<file path="config.mk">
export PLATFORM = sky130hd
export DESIGN_NAME = exc_entry_unit
export DESIGN_NICKNAME = d
export VERILOG_FILES = /design/src/rtl/exc_unit_pkg.sv /design/src/rtl/exc_entry_fsm.sv /design/src/rtl/exc_addr_capture.sv /design/src/rtl/exc_cause_reg.sv /design/src/rtl/exc_status_reg.sv /design/src/rtl/exc_entry_unit.sv
export SDC_FILE = /design/constraint.sdc
export NUM_CORES = 1
export LEC_CHECK = 0
export CORE_AREA = 2 2 145 147
export CTS_CLUSTER_DIAMETER = 60
export DETAILED_ROUTE_END_ITERATION = 8
export DIE_AREA = 0 0 147 149
export PLACE_DENSITY = 0.71
export SYNTH_ARGS = -nofsm -noshare
export SYNTH_HDL_FRONTEND = slang
export SYNTH_SLANG_ARGS = --single-unit
</file>
<file path="constraint.sdc">
create_clock -name clk -period 3.04 [get_ports clk]
set_input_delay 0.456 -clock clk [delete_from_list [all_inputs] [get_ports clk]]
set_output_delay 0.456 -clock clk [all_outputs]
set_load 0.05 [all_outputs]
</file>
<file path="src/rtl/exc_unit_pkg.sv">
package exc_unit_pkg;
    localparam int unsigned CODE_W = 5;
    localparam int unsigned SEL_W  = 5;

    localparam logic [CODE_W-1:0] EXC_ADDR_LD = 5'd4;
    localparam logic [CODE_W-1:0] EXC_ADDR_ST = 5'd5;
    localparam logic [CODE_W-1:0] EXC_BUS_I   = 5'd6;
    localparam logic [CODE_W-1:0] EXC_BUS_D   = 5'd7;

    localparam logic [SEL_W-1:0] SEL_BPX   = 5'd3;
    localparam logic [SEL_W-1:0] SEL_BPD   = 5'd5;
    localparam logic [SEL_W-1:0] SEL_TAR   = 5'd6;
    localparam logic [SEL_W-1:0] SEL_BADV  = 5'd8;
    localparam logic [SEL_W-1:0] SEL_SR    = 5'd12;
    localparam logic [SEL_W-1:0] SEL_CAUSE = 5'd13;
    localparam logic [SEL_W-1:0] SEL_EPC   = 5'd14;

    typedef enum logic [0:0] {
        ST_IDLE  = 1'b0,
        ST_ENTRY = 1'b1
    } entry_state_e;
endpackage

</file>
<file path="src/rtl/exc_entry_fsm.sv">
module exc_entry_fsm
    import exc_unit_pkg::*;
(
    input  logic clk,
    input  logic rst_n,
    input  logic exc_valid,
    output logic capture,
    output logic vec_req
);
    entry_state_e state_q, state_d;

    always_comb begin
        state_d = state_q;
        unique case (state_q)
            ST_IDLE:  if (exc_valid) state_d = ST_ENTRY;          // T_RAISE
            ST_ENTRY: state_d = exc_valid ? ST_ENTRY : ST_IDLE;   // T_AGAIN / T_DONE
            default:  state_d = ST_IDLE;
        endcase
    end

    always_ff @(posedge clk) begin
        if (!rst_n) state_q <= ST_IDLE;
        else        state_q <= state_d;
    end

    always_comb begin
        capture = exc_valid;
        vec_req = 1'b0;
        unique case (state_q)
            ST_IDLE:  vec_req = 1'b0;
            ST_ENTRY: vec_req = 1'b1;
            default:  vec_req = 1'b0;
        endcase
    end

    p_vec_follows_r9: assert property (@(posedge clk) disable iff (!rst_n)
        exc_valid |=> vec_req);
    p_vec_drops_r9: assert property (@(posedge clk) disable iff (!rst_n)
        !exc_valid |=> !vec_req);
endmodule

</file>
<file path="src/rtl/exc_addr_capture.sv">
module exc_addr_capture
    import exc_unit_pkg::*;
#(
    parameter int unsigned XLEN    = 32,
    parameter int unsigned PC_STEP = 4
) (
    input  logic              clk,
    input  logic              rst_n,
    input  logic              capture,
    input  logic [CODE_W-1:0] code,
    input  logic              fetch,
    input  logic              in_slot,
    input  logic [XLEN-1:0]   pc,
    input  logic [XLEN-1:0]   fetch_pc,
    input  logic [XLEN-1:0]   bad_addr,
    output logic [XLEN-1:0]   epc,
    output logic [XLEN-1:0]   tar,
    output logic [XLEN-1:0]   badv
);
    localparam logic [XLEN-1:0] STEP = XLEN'(PC_STEP);

    logic slot_eff;
    logic badv_from_pc;
    logic badv_from_data;

    always_comb begin
        slot_eff       = in_slot & ~fetch;
        badv_from_pc   = fetch & (code == EXC_ADDR_LD);
        badv_from_data = ~fetch & ((code == EXC_ADDR_LD) | (code == EXC_ADDR_ST));
    end

    always_ff @(posedge clk) begin
        if (!rst_n) begin
            epc  <= '0;
            tar  <= '0;
            badv <= '0;
        end else if (capture) begin
            epc <= slot_eff ? (pc - STEP) : pc;
            if (slot_eff)            tar  <= fetch_pc;
            if (badv_from_pc)        badv <= pc;
            else if (badv_from_data) badv <= bad_addr;
        end
    end

    p_epc_slot_r3: assert property (@(posedge clk) disable iff (!rst_n)
        capture && in_slot && !fetch |=> epc == $past(pc) - STEP);
    p_tar_slot_r3: assert property (@(posedge clk) disable iff (!rst_n)
        capture && in_slot && !fetch |=> tar == $past(fetch_pc));
    p_tar_hold_r2: assert property (@(posedge clk) disable iff (!rst_n)
        capture && !(in_slot && !fetch) |=> $stable(tar));
    p_fetch_epc_r4: assert property (@(posedge clk) disable iff (!rst_n)
        capture && fetch |=> epc == $past(pc));
    p_bus_badv_r5: assert property (@(posedge clk) disable iff (!rst_n)
        capture && (code == EXC_BUS_I || code == EXC_BUS_D) |=> $stable(badv));
endmodule

</file>
<file path="src/rtl/exc_cause_reg.sv">
module exc_cause_reg
    import exc_unit_pkg::*;
#(
    parameter int unsigned XLEN  = 32,
    parameter int unsigned CE_W  = 2,
    parameter int unsigned IRQ_W = 6
) (
    input  logic              clk,
    input  logic              rst_n,
    input  logic              capture,
    input  logic [CODE_W-1:0] code,
    input  logic              fetch,
    input  logic              in_slot,
    input  logic              taken,
    input  logic [CE_W-1:0]   copn,
    input  logic [IRQ_W-1:0]  irq_hw,
    input  logic              sw_we,
    input  logic [1:0]        sw_bits,
    output logic [XLEN-1:0]   cause
);
    localparam int unsigned ZPAD = XLEN - 2 - CE_W - IRQ_W - 2 - 1 - CODE_W - 2;

    logic [CODE_W-1:0] code_q;
    logic [CE_W-1:0]   ce_q;
    logic              bd_q, bt_q;
    logic [1:0]        sw_q;

    always_ff @(posedge clk) begin
        if (!rst_n) begin
            code_q <= '0;
            ce_q   <= '0;
            bd_q   <= 1'b0;
            bt_q   <= 1'b0;
            sw_q   <= '0;
        end else if (capture) begin
            code_q <= code;
            ce_q   <= copn;
            bd_q   <= in_slot & ~fetch;
            bt_q   <= in_slot & taken & ~fetch;
        end else if (sw_we) begin
            sw_q <= sw_bits;
        end
    end

    always_comb begin
        cause = {bd_q, bt_q, ce_q, {ZPAD{1'b0}}, irq_hw, sw_q, 1'b0, code_q, 2'b00};
    end

    p_write_mask_r8: assert property (@(posedge clk) disable iff (!rst_n)
        sw_we && !capture |=> cause[XLEN-1:16] == $past(cause[XLEN-1:16]) &&
                             cause[7:0] == $past(cause[7:0]));
    p_fetch_flags_r4: assert property (@(posedge clk) disable iff (!rst_n)
        capture && fetch |=> cause[XLEN-1:XLEN-2] == 2'b00);
endmodule

</file>
<file path="src/rtl/exc_status_reg.sv">
module exc_status_reg #(
    parameter int unsigned XLEN   = 32,
    parameter int unsigned MODE_W = 6
) (
    input  logic            clk,
    input  logic            rst_n,
    input  logic            capture,
    input  logic            sw_we,
    input  logic [XLEN-1:0] sw_data,
    output logic [XLEN-1:0] sr
);
    always_ff @(posedge clk) begin
        if (!rst_n)       sr <= '0;
        else if (capture) sr <= {sr[XLEN-1:MODE_W], sr[MODE_W-3:0], 2'b00};
        else if (sw_we)   sr <= sw_data;
    end

    p_kernel_entry_r7: assert property (@(posedge clk) disable iff (!rst_n)
        capture |=> sr[1:0] == 2'b00);
    p_mode_push_r7: assert property (@(posedge clk) disable iff (!rst_n)
        capture |=> sr[MODE_W-1:2] == $past(sr[MODE_W-3:0]));
    p_upper_keep_r7: assert property (@(posedge clk) disable iff (!rst_n)
        capture |=> $stable(sr[XLEN-1:MODE_W]));
endmodule

</file>
<file path="src/rtl/exc_entry_unit.sv">
module exc_entry_unit
    import exc_unit_pkg::*;
#(
    parameter int unsigned XLEN    = 32,
    parameter int unsigned PC_STEP = 4,
    parameter int unsigned MODE_W  = 6
) (
    input  logic              clk,
    input  logic              rst_n,
    input  logic              exc_valid,
    input  logic [CODE_W-1:0] exc_code,
    input  logic [XLEN-1:0]   exc_pc,
    input  logic              exc_in_slot,
    input  logic              exc_taken,
    input  logic [1:0]        exc_copn,
    input  logic              exc_fetch,
    input  logic [XLEN-1:0]   exc_fetch_pc,
    input  logic [XLEN-1:0]   exc_bad_addr,
    input  logic [5:0]        irq_hw,
    input  logic              wr_en,
    input  logic [SEL_W-1:0]  wr_sel,
    input  logic [XLEN-1:0]   wr_data,
    input  logic [SEL_W-1:0]  rd_sel,
    output logic [XLEN-1:0]   rd_data,
    output logic              vec_req
);
    logic            capture;
    logic [XLEN-1:0] epc, tar, badv, cause, sr;
    logic [XLEN-1:0] bpx_q, bpd_q;
    logic            we_sr, we_cause;

    exc_entry_fsm u_fsm (
        .clk(clk), .rst_n(rst_n), .exc_valid(exc_valid),
        .capture(capture), .vec_req(vec_req)
    );

    exc_addr_capture #(.XLEN(XLEN), .PC_STEP(PC_STEP)) u_addr (
        .clk(clk), .rst_n(rst_n), .capture(capture), .code(exc_code),
        .fetch(exc_fetch), .in_slot(exc_in_slot), .pc(exc_pc),
        .fetch_pc(exc_fetch_pc), .bad_addr(exc_bad_addr),
        .epc(epc), .tar(tar), .badv(badv)
    );

    always_comb begin
        we_sr    = wr_en && (wr_sel == SEL_SR);
        we_cause = wr_en && (wr_sel == SEL_CAUSE);
    end

    exc_cause_reg #(.XLEN(XLEN), .CE_W(2), .IRQ_W(6)) u_cause (
        .clk(clk), .rst_n(rst_n), .capture(capture), .code(exc_code),
        .fetch(exc_fetch), .in_slot(exc_in_slot), .taken(exc_taken),
        .copn(exc_copn), .irq_hw(irq_hw), .sw_we(we_cause),
        .sw_bits(wr_data[9:8]), .cause(cause)
    );

    exc_status_reg #(.XLEN(XLEN), .MODE_W(MODE_W)) u_status (
        .clk(clk), .rst_n(rst_n), .capture(capture), .sw_we(we_sr),
        .sw_data(wr_data), .sr(sr)
    );

    always_ff @(posedge clk) begin
        if (!rst_n) begin
            bpx_q <= '0;
            bpd_q <= '0;
        end else if (wr_en) begin
            if (wr_sel == SEL_BPX) bpx_q <= wr_data;
            if (wr_sel == SEL_BPD) bpd_q <= wr_data;
        end
    end

    always_comb begin
        case (rd_sel)
            SEL_BPX:   rd_data = bpx_q;
            SEL_BPD:   rd_data = bpd_q;
            SEL_TAR:   rd_data = tar;
            SEL_BADV:  rd_data = badv;
            SEL_SR:    rd_data = sr;
            SEL_CAUSE: rd_data = cause;
            SEL_EPC:   rd_data = epc;
            default:   rd_data = '0;
        endcase
    end

    p_sw_ignored_r11: assert property (@(posedge clk) disable iff (!rst_n)
        wr_en && !exc_valid && (wr_sel == SEL_EPC) |=> $stable(epc));
endmodule

</file>
# Word-level counts from Yosys, hierarchy flattened

Index checks and enable logic that the tools add are counted.

$lt $le $gt $ge: 0
Multipliers: 0
Shifts and indexed selects: 0
Div/mod/pow operators: 0
$add $sub $neg: 1
Bitwise logic cells: 10
Muxes and demuxes: 8
Reduce and logical (&&, ||, !) cells: 11
Equal/unequal tests: 13

Operator list:

| kind                                                                 | number |
|---|---|
| 32-bit one-hot mux with 7 select lines                               | 1 |
| 32-bit two-way mux                                                   | 3 |
| 32-bit by 3-bit subtractor with 32-bit output, second input constant | 1 |
| 5-bit by 4-bit == test with 1-bit output, second input constant      | 6 |
| 5-bit by 3-bit == test with 1-bit output, second input constant      | 5 |
| 6-bit two-way mux                                                    | 2 |
| 2-bit AND reduction                                                  | 6 |
| 5-bit by 2-bit == test with 1-bit output, second input constant      | 2 |
| 1-bit AND                                                            | 5 |
| 1-bit NOT                                                            | 4 |
| 2-bit nonzero test                                                   | 2 |
| 1-bit logical AND                                                    | 2 |
| 1-bit one-hot mux with 2 select lines                                | 1 |
| 2-bit OR reduction                                                   | 1 |
| 1-bit two-way mux                                                    | 1 |
| 1-bit bitwise OR                                                     | 1 |

Register bits after elaboration: 204
Bits of input ports: 158
ROM bits: 0
RAM bits: 0
Bits in latches: 0
Memories kept: 0

# Depth between registers and ports, before layout

Depth in word-level cells: 5
Depth in mapped cells: 8

# Modules after synthesis

From an unflattened synthesis, not the netlist that was laid out.

Cell total of the unflattened synthesis: 1218
Area total of the unflattened synthesis: 10075.9 um^2

Modules (own cells, without submodules):

| module           | cells an instance | sequential area each (um^2) | area an instance (um^2) | instances |
|---|---|---|---|---|
| exc_addr_capture | 504               | 1921.8                      | 4264.1                  | 1 |
| exc_entry_unit   | 509               | 1281.2                      | 3932.5                  | 1 |
| exc_status_reg   | 140               | 640.6                       | 1236.2                  | 1 |
| exc_cause_reg    | 62                | 220.2                       | 609.3                   | 1 |
| exc_entry_fsm    | 3                 | 20.0                        | 33.8                    | 1 |

# Worst setup path before layout

Ideal clock, no wire load.

Kind: input-to-output
From: in rd_sel[3]
To: out rd_data[0]
Setup slack: 0.626 ns
Required time: 2.584 ns
Stages: 5
Data arrival time: 1.958 ns
Cell sequence: nand2b_1 > nor4b_1 > clkbuf_1 > a22oi_1 > nand3_1

Longest elaborated chain between the ends: 2
Elaborated cells between the ends (all ways): 8
Classes of those cells: eq/ne: 7; mux: 1

Ends and longest elaborated chain:

| item                                                             | line                 | text |
|---|---|---|
| start, declared                                                  | exc_entry_unit.sv:23 | `input logic [SEL_W-1:0] rd_sel,` |
| 5-bit by 4-bit == test with 1-bit output (tied with other cells) | exc_entry_unit.sv:72 | `case (rd_sel)` |
| 32-bit one-hot mux with 7 select lines (*)                       | exc_entry_unit.sv:72 |  |
| end, declared                                                    | exc_entry_unit.sv:24 | `output logic [XLEN-1:0] rd_data,` |

Every way passes the cells marked *; elsewhere a longest branch is shown, timed or not.

# Worst setup path after layout

From: in rd_sel[3]
To: out rd_data[29]

The elaborated chain is that of the path after synthesis.

==> flow_summary.json <==
{
  "status": "finished, final reports clean",
  "clk_path_buf_depth": 3,
  "yosysSeqAreaShare_pct": 45.2,
  "track_usage_pct": 27.3,
  "cp_cell_sequence": "clkdlybuf4s50_1 > buf_4 > nand2b_1 > nor4b_2 > buf_12 > a222oi_1 > nand3_1 > buf_12",
  "hold_start": "exc_valid",
  "cap_violations": 0,
  "critical_path.top_delay_family": "buffers and inverters",
  "row_count": 53,
  "p_comb_share_pct": 10.1,
  "area_growth_syn_to_layout_pct": 37.2,
  "clk_latency_ps": 510,
  "fmax_mhz": 356,
  "vias": 8882,
  "seqCellArea_um2": 4080,
  "diodes": 0,
  "leakage_nw": 4.44,
  "switching_power_mw": 1.41,
  "sw_frac_of_total_pct": 23.5,
  "worstPathRequired_ps": 2580,
  "cts_made_buffers": 22,
  "wl_per_cell_um": 19.4,
  "clock_sinks": 204,
  "worst-path-buf-inv": 4,
  "yosys_register_bits": 204,
  "drive_gt1_share_pct": 10.4,
  "antenna_left": 0,
  "worst_setup_path_start_kind": "input port",
  "drt-vias-per-instance": 5.68,
  "worst_r2r_startpoint": "u_addr.badv[12]$_SDFFE_PN0P_",
  "period_needed_ps": 2810,
  "cp_max_fo": 32,
  "fp.coreArea_um2": 20600,
  "hold_ws_ps": 264,
  "drc_errors": 0,
  "pin_count": 191,
  "first_iter_violations": 853,
  "end_kind": "primary output",
  "ir_drop_v": 0.000383,
  "antenna_found_initial": 0,
  "die_y_um": 149,
  "fin_area_um2": 12400,
  "rsz0062_at_grt": "no",
  "grt_pass1_vias": 8366,
  "finalSetupTns_ps": 0,
  "die_area_um2": 21900,
  "die_w_um": 147,
  "worstMarginPinSlew_ps": 777,
  "syn_avg_cell_area_um2": 8.15,
  "hp-class": "input port to flip-flop",
  "cpMostUsedCell": "buf_12",
  "powerDensity_nw_per_um2": 484,
  "routed_wl_um": 30400,
  "syn-num-nets": 1268,
  "yosys_warnings": 0,
  "nNetsFinal": 1436,
  "dpl_cell_area_um2": 11700,
  "cts_tree": "done",
  "cp_slowest_cell": "clkdlybuf4s50_1",
  "intPower_mw": 4.59,
  "gp_congestion": 0.875,
  "period_share_pct": 92.3,
  "setup_violations": 0,
  "grt_pass1_wl_um": 46900,
  "cts_root_buf": "clkbuf_16",
  "multiInputGateArea_um2": 4630,
  "drt_first_pass_iters": 7,
  "slew_headroom_pct": 48.2,
  "crit_type": "input port to primary output",
  "portBuffers": 190,
  "syn_inst": 1109,
  "grt_max_degree": 162,
  "crit_path_start": "rd_sel[3]",
  "crit_arrival_ps": 2350,
  "postCtsSetupBuffers": 0,
  "total_power_mw": 6.00,
  "netlist_area_um2": 9030,
  "power.share.clock_pct": 43.3,
  "sequentialPowerShare_pct": 46.6,
  "fillers": 1775,
  "grt_overflow": 0,
  "dp_hpwl_um": 20700,
  "cts_htree_levels": 1,
  "skew_ps": 1.33,
  "clkTransAtPathRegs_ps": 60,
  "worst_path_largest_cell_delay_ps": 420,
  "drv_slew": 0,
  "final_hold_viol_count": 0,
  "synth.distinct_cells": 41,
  "initial_core_util_pct": 43.9
}
==> state kept, by name (all words and copies together) (netlist names), 5 cells and up <==
name            count
u_cause.code_q      5
bpd_q              32
u_status.sr        32
u_addr.badv        32
u_addr.tar         32
bpx_q              32
u_addr.epc         32
==> path summary, 6_finish.rpt <==
kind                                  end  slack (ps)  cells past startpoint
max                           rd_data[29]         230                      8
min            u_addr.epc[9]$_SDFFE_PN0P_         260                      2
max reg2reg  u_addr.badv[12]$_SDFFE_PN0P_        2210                      2
min reg2reg        bpd_q[24]$_SDFFE_PN0P_         450                      2
==> Yosys cell counts <==
cell,n,share of area [%]
nand3b_1,7,0.58
dfxtp_1,204,45
nor4_2,2,0.28
nand3_1,36,2.0
and4bb_2,1,0.14
o21ai_0,24,1.3
xor2_1,7,0.68
nor3b_1,1,0.083
nand3_2,1,0.11
xnor2_1,18,1.7
nor4b_1,5,0.48
and3_1,2,0.14
buf_6,1,0.12
nand2_1,257,11
nand2b_1,3,0.21
a22oi_1,79,6.6
nor4_1,5,0.35
mux2i_1,49,5.4
nor3_1,7,0.39
nand4_1,2,0.14
a222oi_1,17,1.9
o211ai_1,1,0.083
nor2_1,73,3.0
a21oi_1,148,8.2
buf_1,7,0.29
buf_2,6,0.33
inv_1,4,0.17
clkbuf_1,74,3.1
ha_1,1,0.14
nor2_2,1,0.069
or2_2,1,0.069
nor4_4,3,0.71
nor2b_1,1,0.069
a211oi_1,40,3.3
inv_2,1,0.042
nor3_2,6,0.66
or3_1,6,0.42
and2_1,2,0.14
a311oi_1,3,0.29
or4b_1,2,0.22
nand4_2,1,0.14
==> layer usage <==
metal  vias up  wire (µm)  global-route usage, %
met4         0       1170                   10.9
met5         -          0                      0
li1       4266          -                      -
met2       388      14400                   45.2
met1      4180      12700                   36.1
met3        48       2160                   3.88
==> cell families after synthesis <==
group / share of synthesized area [%]
multiplexers: 5.43
adder cells (fa/ha/maj): 0.138
AO/OA/AOI/OAI: 21.7
XOR/XNOR: 2.42
flip-flops: 45.2
buffers and inverters: 4.03
AND/OR/NAND/NOR: 21.1
==> metrics by stage <==
stage,utilization (%),worst slack [ps],std cells
2_1_floorplan,-,626,1109
3_3_place_gp,56.9,27.3,1528
3_5_place_dp,56.9,6.32,1528
4_1_cts,60.3,253,1564
5_1_grt,60.3,148,1564
6_report,60.3,233,1564
==> layout by cell type, fill, tap and decap left out, types with 2 or more instances in the layout <==
cell type,n
a311oi_1,3
mux2i_1,49
clkbuf_8,7
nor4b_2,3
xor2_1,7
inv_1,4
nor3_1,6
clkdlybuf4s50_1,157
dfxtp_1,204
nor2_1,69
a222oi_1,17
a21oi_1,148
clkinv_2,2
nor3_2,7
xnor2_1,18
nor4_1,4
o21ai_0,24
or3_1,6
a211oi_1,40
or4b_1,2
nand3b_1,7
nor4_2,3
clkbuf_1,4
clkbuf_16,23
buf_12,39
nand3_1,36
a22oi_1,79
nor4b_1,2
nand2b_1,3
nor4_4,3
nand2_1,257
nand4_1,2
nor2_2,5
and2_1,2
buf_4,35
==> power by group through the flow <==
stage,Clock (mW),Combinational (mW),Sequential (mW)
floorplan,0,0.235,2.83
global route,2.75,0.649,2.80
detailed placement,0,0.599,2.85
finish,2.60,0.606,2.80
global placement,0,0.596,2.85
CTS,2.62,0.604,2.79
==> what timing repair did <==
| item | CTS | global route |
|---|---|---|
| hold buffers | 0 | 0 |
| resized for setup | 1 | 0 |
| endpoints found under the setup margin | 2 | 0 |
| endpoints found under the hold margin | 0 | 0 |
==> cell type report <==
cell class | instances | share of cell area [%]
timing repair buffer | 232 | 21.1
sequential | 204 | 33.0
multi-input combinational | 812 | 37.3
inverter | 5 | 0.172
clock inverter | 2 | 0.0808
tap | 275 | 2.78
clock buffer | 34 | 5.54
==> worst reg2reg max path: stages, from the launching register on <==
cell	delay (ps)
dfxtp_1	420
nor2_1	70
a211oi_1	240
Power figures use the tool's default switching activity.
